--- config.mk ---
export PLATFORM = sky130hd
export DESIGN_NAME = cap_timer
export DESIGN_NICKNAME = d
export VERILOG_FILES = /design/src/rtl/cap_timer_pkg.sv /design/src/rtl/cap_timer_edge.sv /design/src/rtl/cap_timer_core.sv /design/src/rtl/cap_timer.sv
export SDC_FILE = /design/constraint.sdc
export NUM_CORES = 1
export LEC_CHECK = 0
export BUFFER_PORTS_ARGS = -buffer_cell sky130_fd_sc_hd__buf_2
export CORE_MARGIN = 1.5
export CORE_UTILIZATION = 35
export CTS_CLUSTER_DIAMETER = 80
export DETAILED_ROUTE_END_ITERATION = 12
export SYNTH_ARGS = -nofsm -noshare
export SYNTH_HDL_FRONTEND = slang
export SYNTH_SLANG_ARGS = --single-unit
--- constraint.sdc ---
create_clock -name clk -period 2.15 [get_ports clk]
set_clock_uncertainty 0.15 [all_clocks]
set_input_delay 0.43 -clock clk [delete_from_list [all_inputs] [get_ports clk]]
set_output_delay 0.43 -clock clk [all_outputs]
set_load 0.05 [all_outputs]
--- src/rtl/cap_timer_pkg.sv ---
package cap_timer_pkg;

    localparam logic [1:0] MODE_FREE    = 2'b00;
    localparam logic [1:0] MODE_RESTART = 2'b01;
    localparam logic [1:0] MODE_GATED   = 2'b10;

    localparam int IRQ_CAP_BIT = 0;
    localparam int IRQ_REL_BIT = 1;

    typedef enum logic [1:0] {
        ST_IDLE = 2'd0,
        ST_WAIT = 2'd1,
        ST_RUN  = 2'd2,
        ST_DONE = 2'd3
    } run_state_t;

endpackage

--- src/rtl/cap_timer_edge.sv ---
module cap_timer_edge (
    input  logic clk,
    input  logic rst_n,
    input  logic pin_i,
    input  logic fall_sel_i,
    output logic edge_o
);

    typedef struct packed {
        logic s1;
        logic s2;
        logic prev;
    } sync_t;

    sync_t q, d;

    always_comb begin
        d      = q;
        d.s1   = pin_i;
        d.s2   = q.s1;
        d.prev = q.s2;
        edge_o = fall_sel_i ? (q.prev & ~q.s2) : (~q.prev & q.s2);
    end

    always_ff @(posedge clk or negedge rst_n) begin
        if (!rst_n) q <= '0;
        else        q <= d;
    end

    AST_EDGE_SINGLE: assert property (@(posedge clk) disable iff (!rst_n)
        edge_o |=> (!edge_o || $changed(fall_sel_i)));

endmodule

--- src/rtl/cap_timer_core.sv ---
module cap_timer_core
    import cap_timer_pkg::*;
#(
    parameter int CNT_W = 16
) (
    input  logic             clk,
    input  logic             rst_n,
    input  logic             en_i,
    input  logic [1:0]       mode_i,
    input  logic             pol_i,
    input  logic [1:0]       sel_i,
    input  logic [CNT_W-1:0] limit_i,
    input  logic             edge_i,
    output logic [CNT_W-1:0] cap_o,
    output logic             irq_o,
    output logic             src_o,
    output logic             tout_o
);

    localparam logic [CNT_W-1:0] CNT_ONE = {{(CNT_W-1){1'b0}}, 1'b1};

    typedef struct packed {
        run_state_t       st;
        logic [CNT_W-1:0] cnt;
        logic [CNT_W-1:0] cap;
        logic             irq;
        logic             src;
        logic             tout;
    } core_t;

    core_t q, d;
    logic  hit;
    logic  cap_ev;
    logic  rel_ev;
    logic  cap_irq;
    logic  rel_irq;

    always_comb begin
        d      = q;
        d.irq  = 1'b0;
        hit    = (q.cnt == limit_i);
        cap_ev = 1'b0;
        rel_ev = 1'b0;

        if (!en_i) begin
            d.st   = ST_IDLE;
            d.tout = pol_i;
        end else begin
            unique case (q.st)
                ST_IDLE: begin
                    d.cnt  = CNT_ONE;
                    d.st   = (mode_i == MODE_GATED) ? ST_WAIT : ST_RUN;
                    d.tout = pol_i;
                end
                ST_WAIT: begin
                    if (edge_i) begin
                        d.cnt = CNT_ONE;
                        d.st  = ST_RUN;
                    end
                end
                ST_RUN: begin
                    if (mode_i == MODE_RESTART) begin
                        cap_ev = edge_i;
                        rel_ev = hit && !edge_i;
                        d.cnt  = (cap_ev || rel_ev) ? CNT_ONE : q.cnt + CNT_ONE;
                    end else if (mode_i == MODE_GATED) begin
                        cap_ev = edge_i;
                        rel_ev = hit && !edge_i;
                        if (cap_ev) begin
                            d.cnt = CNT_ONE;
                        end else if (rel_ev) begin
                            d.st  = ST_DONE;
                        end else begin
                            d.cnt = q.cnt + CNT_ONE;
                        end
                    end else begin
                        cap_ev = edge_i;
                        rel_ev = hit;
                        d.cnt  = q.cnt + CNT_ONE;
                    end
                end
                default: begin
                end
            endcase
        end

        cap_irq = cap_ev && sel_i[IRQ_CAP_BIT];
        rel_irq = rel_ev && sel_i[IRQ_REL_BIT];

        if (cap_ev) d.cap  = q.cnt;
        if (rel_ev) d.tout = ~q.tout;
        d.irq = cap_irq || rel_irq;
        if (cap_irq)      d.src = 1'b1;
        else if (rel_irq) d.src = 1'b0;
    end

    always_ff @(posedge clk or negedge rst_n) begin
        if (!rst_n) begin
            q    <= '0;
            q.st <= ST_IDLE;
        end else begin
            q <= d;
        end
    end

    assign cap_o  = q.cap;
    assign irq_o  = q.irq;
    assign src_o  = q.src;
    assign tout_o = q.tout;

    AST_RESTART_ONE: assert property (@(posedge clk) disable iff (!rst_n)
        (cap_ev && mode_i != MODE_FREE && mode_i != 2'b11) |=> (q.cnt == CNT_ONE));

    AST_CAP_HOLD: assert property (@(posedge clk) disable iff (!rst_n)
        !cap_ev |=> $stable(q.cap));

    AST_SRC_CAPTURE: assert property (@(posedge clk) disable iff (!rst_n)
        (cap_ev && sel_i[IRQ_CAP_BIT]) |=> q.src);

    AST_TOUT_STEADY: assert property (@(posedge clk) disable iff (!rst_n)
        (en_i && q.st != ST_IDLE && !rel_ev) |=> $stable(q.tout));

    AST_QUIET_ENABLE: assert property (@(posedge clk) disable iff (!rst_n)
        (q.st == ST_IDLE) |=> !q.irq);

    AST_DONE_STOPS: assert property (@(posedge clk) disable iff (!rst_n)
        (q.st == ST_DONE && en_i) |=> ($stable(q.cnt) && !q.irq));

endmodule

--- src/rtl/cap_timer.sv ---
module cap_timer
    import cap_timer_pkg::*;
#(
    parameter int CNT_W = 16
) (
    input  logic               clk,
    input  logic               rst_n,
    input  logic               timer_en,
    input  logic [1:0]         cap_mode,
    input  logic               edge_pol,
    input  logic [1:0]         irq_src_sel,
    input  logic               pin_out_en,
    input  logic [CNT_W-1:0]   limit_val,
    input  logic               tmr_in,
    output logic [CNT_W/2-1:0] capt_hi,
    output logic [CNT_W/2-1:0] capt_lo,
    output logic               irq,
    output logic               irq_is_capture,
    output logic               tmr_out
);

    localparam int HALF_W = CNT_W / 2;

    logic             edge_s;
    logic [CNT_W-1:0] cap_s;
    logic             tout_s;

    cap_timer_edge u_edge (
        .clk        (clk),
        .rst_n      (rst_n),
        .pin_i      (tmr_in),
        .fall_sel_i (edge_pol),
        .edge_o     (edge_s)
    );

    cap_timer_core #(.CNT_W(CNT_W)) u_core (
        .clk     (clk),
        .rst_n   (rst_n),
        .en_i    (timer_en),
        .mode_i  (cap_mode),
        .pol_i   (edge_pol),
        .sel_i   (irq_src_sel),
        .limit_i (limit_val),
        .edge_i  (edge_s),
        .cap_o   (cap_s),
        .irq_o   (irq),
        .src_o   (irq_is_capture),
        .tout_o  (tout_s)
    );

    assign capt_hi = cap_s[CNT_W-1:HALF_W];
    assign capt_lo = cap_s[HALF_W-1:0];
    assign tmr_out = pin_out_en ? tout_s : 1'b0;

endmodule

==> key figures <==
Setup path
  – Max incr delay on CP: 0.43 ns
  – Required time of the critical path: 2.18 ns
  – Critical Path Sink Type: flip-flop
  – Top delay family on crit path: simple AND/OR/NAND/NOR gates
  – R2R depth: 7
  – Critical-path cell list: xnor2_1 -> nand4_1 -> nor4_4 -> a211oi_2 -> buf_6 -> a21o_1 -> a22o_1
  – Worst R2R Setup Slack: 0.04 ns
  – Startpoint type of the worst setup path: flip-flop
  – Startpoint of the worst-slack reg-to-reg timing path: u_core.q[23]$_DFFE_PN0P_
  – CP Class: flip-flop to flip-flop
  – R2R Path End: u_core.q[27]$_DFFE_PN0P_
  – Crit path DAT: 2.15 ns
  – WP buf/inv: 1
  – Critical Path Stages: 7
  – Slowest-stage cell, CP: dfrtp_1
  – Crit path max fanout: 13

Clocking
  – Max Root-Sink Buffers: 2
  – Worst-skew pair later-pin latency: 0.29 ns
  – CTS tree: done
  – Clock Tree Root: clkbuf_8
  – Htree depth: 2
  – Clock slew at reported path FFs: 0.08 ns
  – CTS buffer count: 5
  – Clk sinks: 40

Route
  – Routed Antenna Nets: 0
  – Drt drc: 0
  – Vias: 1776
  – DR WL/cell: 13.6 um
  – Total wire length: 4940 um
  – Iter 0 DRT Violations: 66
  – Pre-Repair DR Iteration Count: 4
  – Vias per inst: 4.88

Synth
  – Avg Cell Area, Syn: 10.5 um^2
  – FFs w/ async S/R, synth: 100%
  – Synth Cell Area: 2340 um^2
  – Post-Synth Adder-Cell Area: 2.68%
  – EDFF count, synth: 0
  – Sequential area share after synthesis: 42.8%
  – Share of synthesized area spent on multiplexers: 8.56%
  – Synthesized instance count: 222
  – Compound-cell area share of the yosys netlist: 15.0%
  – Synth Area in XOR/XNOR: 6.31%
  – Number of synthesized register bits: 40
  – Primary FF master, synth: dfrtp_1
  – Net count after synthesis: 253
  – Simple-gate portion of the synthesized area: 14.6%
  – Synth warnings: 0
  – Count of cell types in the netlist: 41
  – Largest family of logic cells by synthesized area: compound AO/OA/AOI/OAI gates

Die
  – Die span in y: 84.7 um
  – Initial Util: 36.6%
  – Die X: 84.7 um
  – Die area: 7180 um^2
  – IO Pins: 45
  – Row cnt: 29
  – Core area: 6390 um^2

Power
  – Internal: 1480 uW
  – P_sw: 826 uW
  – Clock share of power: 23.1%
  – Cell Pwr Density: 785 nW/um^2
  – Worst ir drop on vdd: 0.433 mV
  – Leakage Power: 0.00150 uW
  – Flop pwr share: 38.0%
  – Logic pwr share: 38.9%
  – Net Sw Frac: 35.9%

Final layout
  – Layout cell share with drive strength beyond 1: 44.3%
  – Finished Layout Cells: 364
  – NumNets Final: 317
  – Fin area: 2930 um^2
  – Area of the multi-input gates: 1150 um^2
  – Diode count: 0
  – Final core occ: 45.9%
  – Register area: 1000 um^2
  – Layout area overhead: 25.4%
  – Fillcell total: 613

Placed design
  – DP Area: 2750 um^2
  – Placed cell count: 353
  – Port Buffers: 44
  – Dpl hpwl: 3690 um
  – RePlAce Congestion: 0.784

Global route
  – Number of global-route vias before repair: 1807
  – Pin count of the biggest net entering global routing: 23
  – Congestion Overflow GR: 0
  – Initial antenna violation count: 0
  – GR Util All Layers: 14.4%
  – First-pass GRT wire length: 8230 um

Timing
  – Final max-slew violation count: 0
  – Worst-margin pin slew: 0.438 ns
  – Final setup viols: 0
  – Setup TNS: 0 ns
  – Worst hold margin: 0.0920 ns
  – Final hold viol count: 0
  – Period utilisation layout: 98.4%
  – Slew headroom: 70.1%
  – Final critical path time including I/O delays and setup: 2.11 ns
  – Unrepaired setup endpoints after global routing: yes
  – Max Clk Rate: 473 MHz

Outcome
  – Status: complete, no violations

Min path
  – Tightest Hold Check Type: primary input to flip-flop
  – End of the worst hold path: u_edge.d[1]$_DFF_PN0_
  – HP Start: tmr_in
  – Hold Crit Depth: 1

Flow run
  – Maxcap violations: 0
flip-flops by register name, indices dropped and copies added (netlist names):
register	flops
u_core.src_o	1
u_core.tout_o	1
u_edge.d	2
u_core.cap_o	16
u_core.irq_o	1
u_edge.q	1
u_core.q	18
cell type report:
class,count,share of cell area (%)
clock buffers,6,2.82
clock inverters,2,0.512
inverters,9,1.15
multi-input cells,147,39.3
flip-flops and latches,40,34.3
well taps,77,3.28
repair buffers,83,18.7
per-layer routing:
layer | GRT usage (%) | part of all wire (%) | wire length [um] | vias to the layer above
met1 | 18.1 | 46 | 2270 | 859
met4 | 5.28 | 1.4 | 68 | 0
met5 | 0 | 0 | 0 | -
met2 | 24.5 | 50 | 2460 | 22
met3 | 2.95 | 3.0 | 146 | 7
li1 | - | - | - | 888
layout by cell type, fill, tap and decap left out, types with 3 or more instances in the layout:
| cell | n |
|---|---|
| a21o_1 | 13 |
| a22o_1 | 15 |
| buf_2 | 44 |
| buf_4 | 34 |
| clkbuf_8 | 6 |
| dfrtp_1 | 37 |
| dfrtp_2 | 3 |
| ha_1 | 5 |
| inv_1 | 9 |
| mux2_2 | 16 |
| nand2_1 | 11 |
| nand2b_1 | 3 |
| nand3_1 | 8 |
| nand4_1 | 5 |
| nor2_1 | 17 |
| o21ai_0 | 4 |
| or2_2 | 3 |
| xnor2_1 | 13 |
| xnor2_2 | 3 |
cell usage after synthesis, types with 2 or more instances:
master    count  share of area [%]
a21o_1       13                4.2
a21oi_1       3               0.64
a22o_1       15                5.6
and3_1        2               0.53
buf_2         2               0.43
buf_4        16                5.1
buf_6         5                2.4
clkbuf_2      2               0.43
dfrtp_1      40                 43
ha_1          5                2.7
inv_1         9                1.4
mux2_2       16                7.7
mux2i_1       2               0.86
nand2_1      11                1.8
nand2b_1      3               0.80
nand3_1      10                2.1
nand4_1       5                1.3
nor2_1       17                2.7
nor2b_1       3               0.80
o21ai_0       4               0.86
o31ai_1       2               0.64
or2_2         3               0.80
or3_1         2               0.53
xnor2_1      15                5.6
worst max-delay path by stage:
| stage | slack, ns | endpoint | start |
|---|---|---|---|
| floorplan | 0.04 | u_core.q[26]$_DFFE_PN0P_ | u_core.q[21]$_DFFE_PN0P_ |
| finish | 0.04 | u_core.q[27]$_DFFE_PN0P_ | u_core.q[23]$_DFFE_PN0P_ |
| global placement | -0.11 | u_core.tout_o$_DFFE_PN0P_ | limit_val[8] |
| global route | -0.07 | u_core.q[24]$_DFFE_PN0P_ | u_core.q[29]$_DFFE_PN0P_ |
| detailed placement | -0.15 | u_core.tout_o$_DFFE_PN0P_ | limit_val[14] |
| CTS | 0.004 | u_core.q[30]$_DFFE_PN0P_ | u_core.q[24]$_DFFE_PN0P_ |
metrics by stage:
step	worst slack (ns)	total power, uW
global placement	-0.111	1700
detailed placement	-0.154	1710
CTS	0.00421	2300
global route	-0.0672	2450
floorplan	0.0355	1500
finish	0.0352	2300
kinds of logic (layout without fill, tap and decap cells):
group / count (synthesis) / after routing
buf+inv: 35 / 100
xor+xnor: 16 / 16
flops: 40 / 40
simple gates: 63 / 63
compound gates: 45 / 45
fa+ha+maj: 5 / 5
mux: 18 / 18
repair_timing:
item / 4_1_cts / 5_1_grt
pin swaps: 2 / 7
hold buffers: 1 / 0
endpoints found under the hold margin: 18 / 0
gates resized for setup: 3 / 12
setup buffers: 2 / 0
setup endpoints to repair: 4 / 21
power by group through the flow:
| stage | clock [uW] | sequential, uW | combinational [uW] |
|---|---|---|---|
| 2_1_floorplan | 0 | 917 | 580 |
| 3_3_place_gp | 0 | 897 | 804 |
| 3_5_place_dp | 0 | 895 | 814 |
| 4_1_cts | 549 | 875 | 873 |
| 5_1_grt | 587 | 887 | 971 |
| 6_report | 533 | 875 | 895 |
Note: power is estimated with default switching activity, not from simulation.
